[src/rtl/msg_trace_pkg.sv]
// Shared types for the message trace filter.
// Assumes 12-bit station ids and a 40-bit configuration word.
package msg_trace_pkg;
    localparam int ID_W  = 12;
    localparam int CFG_W = 40;

    typedef struct packed {
        logic            dst_chk;
        logic [ID_W-1:0] dst_id;
        logic            src_chk;
        logic [ID_W-1:0] src_id;
        logic            wrap;
        logic            enable;
    } trace_cfg_t;

    // Pull the fields out of the raw configuration word.
    function automatic trace_cfg_t unpack_cfg(input logic [CFG_W-1:0] raw);
        trace_cfg_t c;
        c.enable  = raw[0];
        c.wrap    = raw[1];
        c.src_id  = raw[19:8];
        c.src_chk = raw[23];
        c.dst_id  = raw[35:24];
        c.dst_chk = raw[39];
        return c;
    endfunction
endpackage

[src/rtl/trace_id_match.sv]
// Id filter: passes a message when each enabled id comparison agrees.
// Assumes: purely combinational. A disabled comparison counts as a pass.
module trace_id_match
    import msg_trace_pkg::*;
(
    input  trace_cfg_t      cfg,
    input  logic [ID_W-1:0] src,
    input  logic [ID_W-1:0] dst,
    output logic            pass
);
    logic src_ok;
    logic dst_ok;

    // Each comparison is forced true when its enable is clear.
    always_comb begin
        src_ok = !cfg.src_chk || (src == cfg.src_id);
        dst_ok = !cfg.dst_chk || (dst == cfg.dst_id);
        pass   = src_ok && dst_ok;
    end
endmodule

[src/rtl/trace_wptr.sv]
// Window write pointer with base register, wrap or stop at the limit, and a sticky full flag.
// Assumes: base_wr has priority over adv; adv is only raised when full is low.
module trace_wptr #(
    parameter int AW = 16
) (
    input  logic          clk,
    input  logic          rst_n,
    input  logic          base_wr,
    input  logic [AW-1:0] base_in,
    input  logic [AW-1:0] limit,
    input  logic          wrap,
    input  logic          adv,
    output logic [AW-1:0] ptr,
    output logic          full
);
    logic [AW-1:0] base_q;
    logic          at_limit;

    assign at_limit = (ptr == limit);

    // Hold the base address that software last wrote.
    always_ff @(posedge clk) begin
        if (!rst_n)       base_q <= '0;
        else if (base_wr) base_q <= base_in;
    end

    // Move the pointer: reload on a base write, else step, wrap or stop on an accepted write.
    always_ff @(posedge clk) begin
        if (!rst_n) begin
            ptr  <= '0;
            full <= 1'b0;
        end else if (base_wr) begin
            ptr  <= base_in;
            full <= 1'b0;
        end else if (adv) begin
            if (at_limit) begin
                if (wrap) ptr  <= base_q;
                else      full <= 1'b1;
            end else begin
                ptr <= ptr + 1'b1;
            end
        end
    end


    full_sticky_chk: assert property (@(posedge clk) disable iff (!rst_n)
        full && !base_wr |=> full);

    base_reload_chk: assert property (@(posedge clk) disable iff (!rst_n)
        base_wr |=> (ptr == $past(base_in)) && !full);

    wrap_return_chk: assert property (@(posedge clk) disable iff (!rst_n)
        adv && !base_wr && at_limit && wrap |=> ptr == $past(base_q));

    stop_hold_chk: assert property (@(posedge clk) disable iff (!rst_n)
        adv && !base_wr && at_limit && !wrap |=> full && $stable(ptr));
endmodule

[src/rtl/trace_drop_ctr.sv]
// Saturating counter of matching messages lost to a busy write port.
// Assumes: inc is at most one per cycle.
module trace_drop_ctr #(
    parameter int CW = 8
) (
    input  logic          clk,
    input  logic          rst_n,
    input  logic          inc,
    output logic [CW-1:0] count
);
    localparam logic [CW-1:0] MAXV = '1;

    // Count up by one per drop and stop at the maximum.
    always_ff @(posedge clk) begin
        if (!rst_n)                    count <= '0;
        else if (inc && count != MAXV) count <= count + 1'b1;
    end


    drop_monotonic_chk: assert property (@(posedge clk) disable iff (!rst_n)
        1'b1 |=> count >= $past(count));

    drop_idle_chk: assert property (@(posedge clk) disable iff (!rst_n)
        !inc |=> $stable(count));
endmodule

[src/rtl/msg_trace_filter.sv]
// Trace capture filter: watches a message stream, filters it by source and destination id,
// and issues one write request per captured message into a base/limit window.
// Assumes: the message stream cannot be stalled; a busy write port costs a dropped message.
module msg_trace_filter
    import msg_trace_pkg::*;
#(
    parameter int AW  = 16,
    parameter int PW  = 32,
    parameter int DCW = 8
) (
    input  logic                    clk,
    input  logic                    rst_n,
    input  logic                    cfg_wr,
    input  logic [CFG_W-1:0]        cfg_data,
    input  logic                    base_wr,
    input  logic [AW-1:0]           base_data,
    input  logic                    limit_wr,
    input  logic [AW-1:0]           limit_data,
    input  logic                    msg_valid,
    input  logic [ID_W-1:0]         msg_src,
    input  logic [ID_W-1:0]         msg_dst,
    input  logic [PW-1:0]           msg_payload,
    output logic                    wr_valid,
    input  logic                    wr_ready,
    output logic [AW-1:0]           wr_addr,
    output logic [2*ID_W+PW-1:0]    wr_data,
    output logic [AW-1:0]           wr_ptr,
    output logic                    full,
    output logic [DCW-1:0]          drop_count
);
    localparam logic [DCW-1:0] DROP_MAX = '1;

    trace_cfg_t    cfg_q;
    logic [AW-1:0] limit_q;
    logic          id_pass;
    logic          accept;
    logic          drop;

    // Latch the configuration word as decoded fields.
    always_ff @(posedge clk) begin
        if (!rst_n)      cfg_q <= '0;
        else if (cfg_wr) cfg_q <= unpack_cfg(cfg_data);
    end

    // Hold the window limit address.
    always_ff @(posedge clk) begin
        if (!rst_n)        limit_q <= '0;
        else if (limit_wr) limit_q <= limit_data;
    end

    trace_id_match u_match (
        .cfg  (cfg_q),
        .src  (msg_src),
        .dst  (msg_dst),
        .pass (id_pass)
    );

    // Raise the write request and split it into accepted or dropped.
    always_comb begin
        wr_valid = msg_valid && cfg_q.enable && id_pass && !full;
        accept   = wr_valid && wr_ready;
        drop     = wr_valid && !wr_ready;
        wr_addr  = wr_ptr;
        wr_data  = {msg_src, msg_dst, msg_payload};
    end

    trace_wptr #(.AW(AW)) u_wptr (
        .clk     (clk),
        .rst_n   (rst_n),
        .base_wr (base_wr),
        .base_in (base_data),
        .limit   (limit_q),
        .wrap    (cfg_q.wrap),
        .adv     (accept),
        .ptr     (wr_ptr),
        .full    (full)
    );

    trace_drop_ctr #(.CW(DCW)) u_drop (
        .clk   (clk),
        .rst_n (rst_n),
        .inc   (drop),
        .count (drop_count)
    );


    no_write_when_full_chk: assert property (@(posedge clk) disable iff (!rst_n)
        full |-> !wr_valid);

    disabled_quiet_chk: assert property (@(posedge clk) disable iff (!rst_n)
        !cfg_q.enable |-> !wr_valid);

    drop_on_stall_chk: assert property (@(posedge clk) disable iff (!rst_n)
        wr_valid && !wr_ready && drop_count != DROP_MAX && !base_wr
        |=> drop_count == $past(drop_count) + 1'b1 && wr_ptr == $past(wr_ptr));

    step_chk: assert property (@(posedge clk) disable iff (!rst_n)
        wr_valid && wr_ready && !base_wr && wr_ptr != limit_q
        |=> wr_ptr == $past(wr_ptr) + 1'b1);
endmodule

[config.mk]
export PLATFORM = sky130hd
export DESIGN_NAME = msg_trace_filter
export DESIGN_NICKNAME = d
export VERILOG_FILES = /design/src/rtl/msg_trace_pkg.sv /design/src/rtl/trace_id_match.sv /design/src/rtl/trace_wptr.sv /design/src/rtl/trace_drop_ctr.sv /design/src/rtl/msg_trace_filter.sv
export SDC_FILE = /design/constraint.sdc
export NUM_CORES = 1
export LEC_CHECK = 0
export BUFFER_PORTS_ARGS = -buffer_cell sky130_fd_sc_hd__buf_4
export CAP_MARGIN = 20
export CELL_PAD_IN_SITES_DETAIL_PLACEMENT = 0
export CELL_PAD_IN_SITES_GLOBAL_PLACEMENT = 2
export CORE_UTILIZATION = 26
export DETAILED_ROUTE_END_ITERATION = 8
export MAX_ROUTING_LAYER = met4
export PLACE_DENSITY_LB_ADDON = 0.1
export SYNTH_ARGS = -nofsm -noshare
export SYNTH_HDL_FRONTEND = slang
export SYNTH_HIERARCHICAL = 1
export SYNTH_SLANG_ARGS = --single-unit
[constraint.sdc]
create_clock -name clk -period 2.5 [get_ports clk]
set_clock_uncertainty 0.05 [all_clocks]
set_input_delay 0.125 -clock clk [delete_from_list [all_inputs] [get_ports clk]]
set_output_delay 0.125 -clock clk [all_outputs]
set_load 0.03 [all_outputs]
==> results of run 1 <==
==> cell type report <==
class                           count  area, um2
Tap cell                          229        287
Inverter                            6       22.5
Clock buffer                        9        225
Timing Repair Buffer              232       1890
Clock inverter                      7        114
Multi-Input combinational cell    335       2560
Fill cell                        1853      11400
Sequential cell                    85       1700
==> power breakdown <==
part	switching [W]	leakage, nW	internal [W]
Clock	0.000569	0.169	0.000973
Combinational	0.000402	2.20	0.000402
Sequential	0.0000596	0.701	0.00143
==> flip-flops by register name (all words and copies together), names as in the netlist <==
| signal | cells |
|---|---|
| cfg_q | 28 |
| limit_q | 16 |
| u_wptr/base_q | 16 |
| u_wptr/ptr | 16 |
| u_drop/count | 8 |
| u_wptr/full | 1 |
==> metrics by stage <==
stage | TNS, ns | instance area (um2) | hold WS (ns) | worst slack, ns | utilization, %
after global placement | -1.32 | 5870 | 0.200 | -0.133 | 32.2
after global routing | -0.839 | 6810 | 0.0166 | -0.102 | 37.4
after floorplan | 0 | 4880 | 0.203 | 0.0261 | -
final | 0 | 6810 | 0.00552 | 0.0495 | 37.4
after CTS | -0.0386 | 6710 | 0.000587 | -0.0108 | 36.9
after detailed placement | -1.78 | 5870 | 0.200 | -0.172 | 32.2
==> cell usage after synthesis (5+ instances only) <==
cell	n
nor2b_1	59
nor4_1	10
nand3_1	12
clkbuf_1	12
inv_1	5
dfxtp_1	85
nand2_1	28
a21oi_1	17
buf_4	73
mux2i_1	60
xor2_1	45
a21boi_0	7
xnor2_1	9
nor3_1	6
o21ai_0	14
nor2_1	9
==> metal layers <==
layer  wire length, um  global-route usage, %  vias to the layer above  share of wire, %
met1              6460                   17.9                     1875                45
met2              7010                   24.7                      125                49
met5                 0                      -                        -                 0
met3               631                   2.42                       22               4.4
met4               274                   6.61                        0               1.9
li1                  -                      -                     2018                 -
==> worst max-delay path, delay by kind of cell, from the launching register on <==
kind                   cells  cell delay [ns]
AO/OA/AOI/OAI              3             0.53
XOR/XNOR                   1             0.14
buffers and inverters      3             0.42
flip-flops                 1             0.33
AND/OR/NAND/NOR            6             0.87
==> cells in the final DEF, fill, tap and decap left out, types with 9 or more instances in the layout <==
master	synthesis	layout
a21oi_1	17	16
buf_4	73	183
clkbuf_16	0	10
dfxtp_1	85	83
dlygate4sd3_1	0	45
mux2i_1	60	60
nand2_1	28	28
nand3_1	12	11
nor2b_1	59	58
o21ai_0	14	12
xnor2_1	9	9
xor2_1	45	44
==> path summary, 6_finish.rpt <==
kind | from | to | slack [ns] | cells after the start
max | cfg_q[8] | u_wptr/ptr[1] | 0.05 | 13
min | cfg_data[0] | cfg_q[0] | 0.006 | 3
max reg2reg | cfg_q[8] | u_wptr/ptr[1] | 0.05 | 13
min reg2reg | u_wptr/base_q[9] | u_wptr/base_q[9] | 0.43 | 2
==> kinds of logic after synthesis <==
group	Yosys count	synth area share (%)
simple gates	149	17.8
buf+inv	102	14.9
flops	85	34.9
compound gates	66	9.05
mux	64	13.2
xor+xnor	54	9.69
fa+ha+maj	2	0.512
==> what timing repair did <==
action	4_1_cts	5_1_grt
hold buffers	45	0
gates resized for setup	12	17
buffers inserted	1	0
gates cloned	0	1
hold endpoints to repair	45	0
pin swaps	3	8
endpoints found under the setup margin	18	20
==> impl_metrics.ini, run 1 <==
[outcome]
status = complete, but fails checks
violations = design-rule violations

[place]
port_buffers = 156
dp.final_hpwl_um = 10200
dp.cells = 840
gp_congestion = 0.771

[power_and_ir_drop]
totalPowerFinal_w = 0.00384
p_leak_nw = 3.08
max-vdd-ir-drop_mv = 0.302
p_per_area_nw_per_um2 = 564

[critical_path]
worst-setup-path-type = register to register
crit_arrival_ns = 2.65
crit_chain = xor2_2 > nor4_2 > buf_4 > nand3_4 > a22oi_2 > and4b_2 > and2_4 > nor2_4 > a21oi_4 > buf_6 > buf_12 > nor2_1 > a211oi_2
crit_path_end_kind = register
crit_fanout = 5
start_kind = register
crit_required_ns = 2.70
cp_slowest_cell = dfxtp_2
slowest_delay_ns = 0.33

[die]
core_area_um2 = 18200
placementRows = 49
dieArea_um2 = 19300
initial_core_util_pct = 26.8
top_level_ports = 233
die_w_um = 139
fp.dieH_um = 139

[global_route]
antenna_found_initial = 0
grt_max_degree = 61
gr-total-overflow = 0
grt_pass1_vias = 4019
grt_first_pass_wirelength_um = 21800
grt_usage_pct = 15.0

[logic_synthesis]
synth_cell_types = 53
synth_edf_count = 0
yosys-top-cells-area = dfxtp_1 (35%), mux2i_1 (12%), buf_4 (11%)
synth_seq_cells = 85
synth.largest_area_cell = dfxtp_1
synth_ff_type = dfxtp_1
yosysWarnings = 6
syn-num-nets = 659
synthArstFlopShare_pct = 0
avgSynthCellArea_um2 = 9.35
synth_area_um2 = 4880
yosys.area.top_type_share_pct = 34.9
netlist_instances = 522
yosysSeqAreaShare_pct = 34.9

[clock_tree]
cts_buffer_depth = 2
clk_pin_slew_ns = 0.07
tritoncts = built
ctsRootBufferMaster = clkbuf_16
htreeDepth = 3
numCtsBuffers = 9
clk_latency_ns = 0.34
clkSinkCount = 85

[final_layout]
finalNetCount = 806
diodes = 0
stdcell_count = 903
drive_above_1_share_pct = 35.3
syn_to_final_growth_pct = 39.4

[timing]
worst_slew_pin_slew_ns = 0.593
timing.slew.headroom_pct = 60.5
rsz0062_at_grt = true
setup_viol = 0
fmax_mhz = 408
slew_viol_final = 0
post-route-period-util_pct = 98.0
hold_violations = 0
final.min_clock_period_ns = 2.45

[routing]
firstDrtPassIters = 7
post_drt_via_cell_ratio = 4.47
dr.first_iter.drc_count = 151
drcViolationCount = 19
vias = 4040
drt-total-wl_um = 14400
wl_per_cell_um = 15.9
ant_nets = 0

[min_path]
hp-class = input pin to register

[run]
max_cap_viol_count = 0
Note: power is estimated with default switching activity, not from simulation.
==> run 2: changes to the inputs <==
Settings changed: ABC_AREA from default to 1, CELL_PAD_IN_SITES_DETAIL_PLACEMENT 0 to 2, CORE_UTILIZATION 26 to 24.
==> run 2 against run 1 <==
- the flow now finishes without violations
- utilization decreased by 4.5 points
- combinational power is 7.1% higher
- sequential share of layout area down 0.64 points
- first-iteration DRC count decreased by 14%
- global-route usage is 3.3 points higher
- synthesized cell count grew 54%
- die area rose by 16%
- area after synthesis increased by 7.2%
- cell count up 35%
- sequential power up 3%
- fmax grew 13%
- critical path type unchanged
==> impl_metrics.ini, run 2 <==
[critical_path]
crit_required_ns = 2.66
cp_slowest_cell = dfxtp_1
crit_arrival_ns = 2.34
cpMostUsedCell = nand2_1
start_kind = register
crit_chain = inv_1 > nand2_1 > nand2_1 > nand2_1 > nor2_1 > nand3_1 > nand2_1 > nand2_1 > inv_1 > nand2_1 > nor3_2 > or2_2 > nand2_4 > buf_4 > nand2_1 > nand2_1 > nor2_1 > nor2_1
worst-setup-path-type = register to register
crit_fanout = 16
critPathBufInv = 3
slowest_delay_ns = 0.32
crit_path_end_kind = register
critPathTopFamily = simple AND/OR/NAND/NOR gates

[routing]
firstDrtPassIters = 4
wl_per_cell_um = 15.6
vias = 5384
dr.first_iter.drc_count = 130
ant_nets = 0
drt-total-wl_um = 19000
post_drt_via_cell_ratio = 4.42
drcViolationCount = 0

[die]
fp.dieH_um = 150
placementRows = 53
die_w_um = 150
core_area_um2 = 21200
top_level_ports = 233
initial_core_util_pct = 24.7
dieArea_um2 = 22400

[logic_synthesis]
avgSynthCellArea_um2 = 6.50
synth_area_um2 = 5240
yosysSeqAreaShare_pct = 32.5
synthArstFlopShare_pct = 0
synth_ff_type = dfxtp_1
yosys-top-cells-area = dfxtp_1 (33%), nand2_1 (14%), buf_4 (11%)
synthMuxAreaShare_pct = 0
syn-num-nets = 942
yosys.cell_count.top_type = nand2_1
netlist_instances = 805
synth.largest_area_cell = dfxtp_1
yosysWarnings = 6
synth_compound_area_share_pct = 9.61
yosys.area.top_type_share_pct = 32.5
synth_seq_cells = 85
synth_edf_count = 0
synthAdderAreaFrac_pct = 0.478
synth_common_cells = nand2_1 (195), nor2_1 (145), dfxtp_1 (85)
yosys.area_share.simple_pct = 32.7
synth_top_family_by_area = simple AND/OR/NAND/NOR gates
synth_cell_types = 35
synth_xor_area_share_pct = 3.51

[min_path]
hp-class = input pin to register

[power_and_ir_drop]
p_leak_nw = 3.36
p_per_area_nw_per_um2 = 578
max-vdd-ir-drop_mv = 0.311

[clock_tree]
clkSinkCount = 85
numCtsBuffers = 9
tritoncts = built
htreeDepth = 3
clk_latency_ns = 0.35
clk_pin_slew_ns = 0.07
ctsRootBufferMaster = clkbuf_16
cts_buffer_depth = 2

[final_layout]
diodes = 0
layout_common_cells = nand2_1 (195), buf_4 (173), nor2_1 (145)
drive_above_1_share_pct = 23.6
syn_to_final_growth_pct = 33.2
largest_register_ffs = 28
fin_util_pct = 32.9
mostFrequentLayoutCell = nand2_1
stdcell_count = 1217
regMostFlops = cfg_q
finalNetCount = 1074

[timing]
tns_ns = 0
worst_slack_ns = 0.325
final.min_clock_period_ns = 2.18
post-route-period-util_pct = 87.0
slew_viol_final = 0
rsz0062_at_grt = false
worst_slew_pin_slew_ns = 0.639
hold_violations = 0
fmax_mhz = 460
setup_viol = 0
timing.slew.headroom_pct = 57.4
fin_hold_ws_ns = 0.0222

[place]
dp.final_hpwl_um = 13800
dp.cells = 1153
gp_congestion = 0.757
dp_slack_ns = 0.269
port_buffers = 156

[global_route]
grt_usage_pct = 18.2
gr-total-overflow = 0
grt_max_degree = 61
grt_pass1_vias = 5981
antenna_found_initial = 0
grt_first_pass_wirelength_um = 30800

[outcome]
status = complete, no violations

[run]
max_cap_viol_count = 0
==> run 2: cell count changes after synthesis, moves of 10 or more <==
cell     before  now
inv_1         5   83
mux2i_1      60    0
nand2_1      28  195
nand3_1      12   42
nor2_1        9  145
nor2b_1      59    0
nor4_1       10    0
o21ai_0      14   52
xor2_1       45    6
==> run 2: kinds of logic after synthesis <==
kind of cell,Yosys count
xor gates and xnor gates,21
DFF,85
and+or+nand+nor,408
buffers and inverters,195
adders and majority gates,2
AOI/OAI and AO/OA,94
==> run 2: area by class of cell <==
type	instances	area, um2
timing repair buffer	221	1780
sequential	85	1700
clock buffer	13	270
fill	2563	14200
clock inverter	3	90.1
tap	275	344
inverter	95	362
multi-input combinational	525	2430
==> run 2: what timing repair did <==
action	4_1_cts	5_1_grt
gates resized for setup	0	1
endpoints found under the hold margin	48	0
endpoints found under the setup margin	0	2
hold buffers	48	0
setup buffers	0	0
==> run 2: final timing paths <==
check / cells past startpoint / to / slack (ns) / start
worst max-delay path: 18 / u_wptr/ptr[15] / 0.32 / cfg_q[16]
worst min-delay path: 3 / u_wptr/base_q[12] / 0.02 / base_data[12]
worst max register to register: 18 / u_wptr/ptr[15] / 0.32 / cfg_q[16]
worst min register to register: 2 / u_wptr/base_q[6] / 0.42 / u_wptr/base_q[6]
==> run 2: stage by stage <==
step | total power, W | instance area [um2]
2_1_floorplan | 0.00215 | 5240
3_3_place_gp | 0.00233 | 6130
3_5_place_dp | 0.00237 | 6130
4_1_cts | 0.00411 | 6970
5_1_grt | 0.00424 | 6980
6_report | 0.00403 | 6980
==> run 2: per-layer routing <==
| layer | share of wire [%] | track usage [%] |
|---|---|---|
| met3 | 3.1 | 2.16 |
| met2 | 47 | 30.5 |
| met1 | 48 | 22.8 |
| met4 | 1.4 | 5.86 |
| met5 | 0 | - |
==> run 2: power by group <==
group | internal (W) | total, W | switching, W | leakage (nW)
combinational | 0.000372 | 0.000860 | 0.000488 | 2.48
sequential | 0.00144 | 0.00153 | 0.0000870 | 0.703
clock | 0.00106 | 0.00165 | 0.000584 | 0.176
==> run 2: worst reg2reg max path: stages, from the launching register on <==
cell     delay [ns]
dfxtp_1        0.32
inv_1          0.07
nand2_1        0.05
nand2_1        0.06
nand2_1        0.07
nor2_1         0.17
nand3_1        0.11
nand2_1        0.07
nand2_1        0.06
inv_1          0.05
nand2_1        0.08
nor3_2         0.13
or2_2          0.16
nand2_4        0.06
buf_4          0.20
nand2_1        0.08
nand2_1        0.05
nor2_1         0.12
nor2_1         0.07
==> run 3: changes to the inputs <==
==> constraint.sdc (replaced) <==
create_clock -name clk -period 2.5 [get_ports clk]
set_clock_uncertainty 0.05 [all_clocks]
set_input_delay 0.375 -clock clk [delete_from_list [all_inputs] [get_ports clk]]
set_output_delay 0.375 -clock clk [all_outputs]
set_load 0.03 [all_outputs]
==> run 3 against run 2 <==
- critical path depth shrank 8
- count of clock-buffer cells in the layout down 2
- via count is 3.6% lower
- utilization shrank 2.6 points
- combinational power shrank 7.0%
- setup slack worse by 0.038 ns
- design area is 8.0% lower
- sequential power about the same
- wire length is 3.9% lower
- sequential share of layout area up 2.1 points
- total power is 10% lower
- clock power is 22% lower
- largest cell class unchanged
==> impl_metrics.ini, run 3 (synthesis gave the netlist of run 2 again) <==
[critical_path]
crit_required_ns = 2.08
worst-setup-path-type = register to output port
cp_slowest_cell = dfxtp_1
cpMostUsedCell = nand2_1
r2r_start = cfg_q[9]
slowest_delay_ns = 0.32
r2r-end = u_wptr/ptr[13]
start_kind = register
cp-startpoint = cfg_q[9]
crit_chain = xnor2_1 > nand2_1 > nor2_1 > nand3_1 > nand2_1 > nand2_1 > inv_1 > nand2_1 > nor2_1 > buf_4
crit_arrival_ns = 1.79
crit_path_end_kind = output port
rrSetupSlack_ns = 0.33
crit_fanout = 3
r2r_cells = 16

[clock_tree]
cts.repair.resized = 0
clkSinkCount = 85
clk_pin_slew_ns = 0.07
cts_buffer_depth = 2
cts_setup_buffers = 0
cts-hold-fix-buffers = 0
numCtsBuffers = 9
tritoncts = built
ctsRootBufferMaster = clkbuf_16
htreeDepth = 3
clk_latency_ns = 0.35

[global_route]
grt_first_pass_wirelength_um = 28600
gr-total-overflow = 0
grt_max_degree = 50
antenna_found_initial = 0
grt_pass1_vias = 5511
grt_usage_pct = 17.1

[final_layout]
finalNetCount = 1029
syn_to_final_growth_pct = 22.6
largest_register_ffs = 28
mostFrequentLayoutCell = nand2_1
layout_common_cells = nand2_1 (195), buf_4 (176), nor2_1 (145)
stdcell_count = 1171
drive_above_1_share_pct = 24.9
diodes = 0
regMostFlops = cfg_q
design_area_um2 = 6420

[place]
dp.final_hpwl_um = 14000
dp_slack_ns = 0.128
port_buffers = 156
placed_area_um2 = 6150
dp.cells = 1156
gp_congestion = 0.763

[die]
placementRows = 53
initial_core_util_pct = 24.7
fp.dieH_um = 150
core_area_um2 = 21200
dieArea_um2 = 22400
top_level_ports = 233
die_w_um = 150

[routing]
dr.first_iter.drc_count = 116
post_drt_via_cell_ratio = 4.43
ant_nets = 0
drt-total-wl_um = 18200
firstDrtPassIters = 4
drcViolationCount = 0
wl_per_cell_um = 15.6
vias = 5192

[timing]
timing.slew.headroom_pct = 59.0
worst_slew_pin_slew_ns = 0.611
slew_viol_final = 0
hold_violations = 0
setup_viol = 0
worst_slack_ns = 0.287
fmax_mhz = 452
rsz0062_at_grt = false
tns_ns = 0
final.min_clock_period_ns = 2.21
post-route-period-util_pct = 88.5

[power_and_ir_drop]
p_leak_nw = 3.13
max-vdd-ir-drop_mv = 0.302
p_per_area_nw_per_um2 = 563
totalPowerFinal_w = 0.00361

[outcome]
status = complete, no violations

[min_path]
whs_path_depth = 3
min_from = limit_data[2]
hp-class = input pin to register
hold-path-endpoint = limit_q[2]

[run]
max_cap_viol_count = 0
-- run 3: changes by cell type in the layout (fill, tap and decap cells not counted), sizes merged --
cell / before / now
buf: 173 / 176
bufinv: 3 / 0
dlygate4sd3: 48 / 0
clkinv: 1 / 3
clkbuf: 13 / 11
clkinvlp: 0 / 2
-- run 3: stage by stage --
stage	hold WS, ns	utilization (%)
2_1_floorplan	0.388	-
3_3_place_gp	0.400	29.0
3_5_place_dp	0.415	29.0
4_1_cts	0.180	30.3
5_1_grt	0.203	30.3
6_report	0.193	30.3
-- run 3: how the worst max path moves through the flow --
stage / end / slack, ns / depth (start not counted)
after floorplan: u_wptr/ptr[3] / 0.61 / 13
after global placement: u_wptr/ptr[13] / 0.15 / 19
after detailed placement: u_wptr/ptr[13] / 0.13 / 19
after CTS: wr_valid / 0.23 / 12
after global routing: u_wptr/ptr[2] / 0.02 / 15
final: wr_valid / 0.29 / 10
-- run 3: where the power goes --
group | internal (W) | leakage, nW | switching [W]
Combinational | 0.000328 | 2.30 | 0.000472
Clock | 0.000693 | 0.127 | 0.000596
Sequential | 0.00144 | 0.703 | 0.0000848
-- run 3: per-layer routing --
metal  GRT usage (%)  routed length (um)
met2            27.3                8350
met5               -                   0
met4            5.71                 267
met1            22.1                8950
met3            2.38                 649
-- run 3: final cells by class --
type | instances | area [um2]
inverters | 95 | 362
fillers | 2607 | 14800
flip-flops and latches | 85 | 1700
clock buffers | 11 | 243
clock inverters | 4 | 25.0
repair buffers | 176 | 1320
multi-input cells | 525 | 2420
well taps | 275 | 344
-- run 3: worst max-delay path: cells and delay by family, from the launching register on --
family,cells,cell delay [ns]
and+or+nand+nor,7,0.69
buffers and inverters,2,0.24
DFF,1,0.32
xor gates and xnor gates,1,0.19
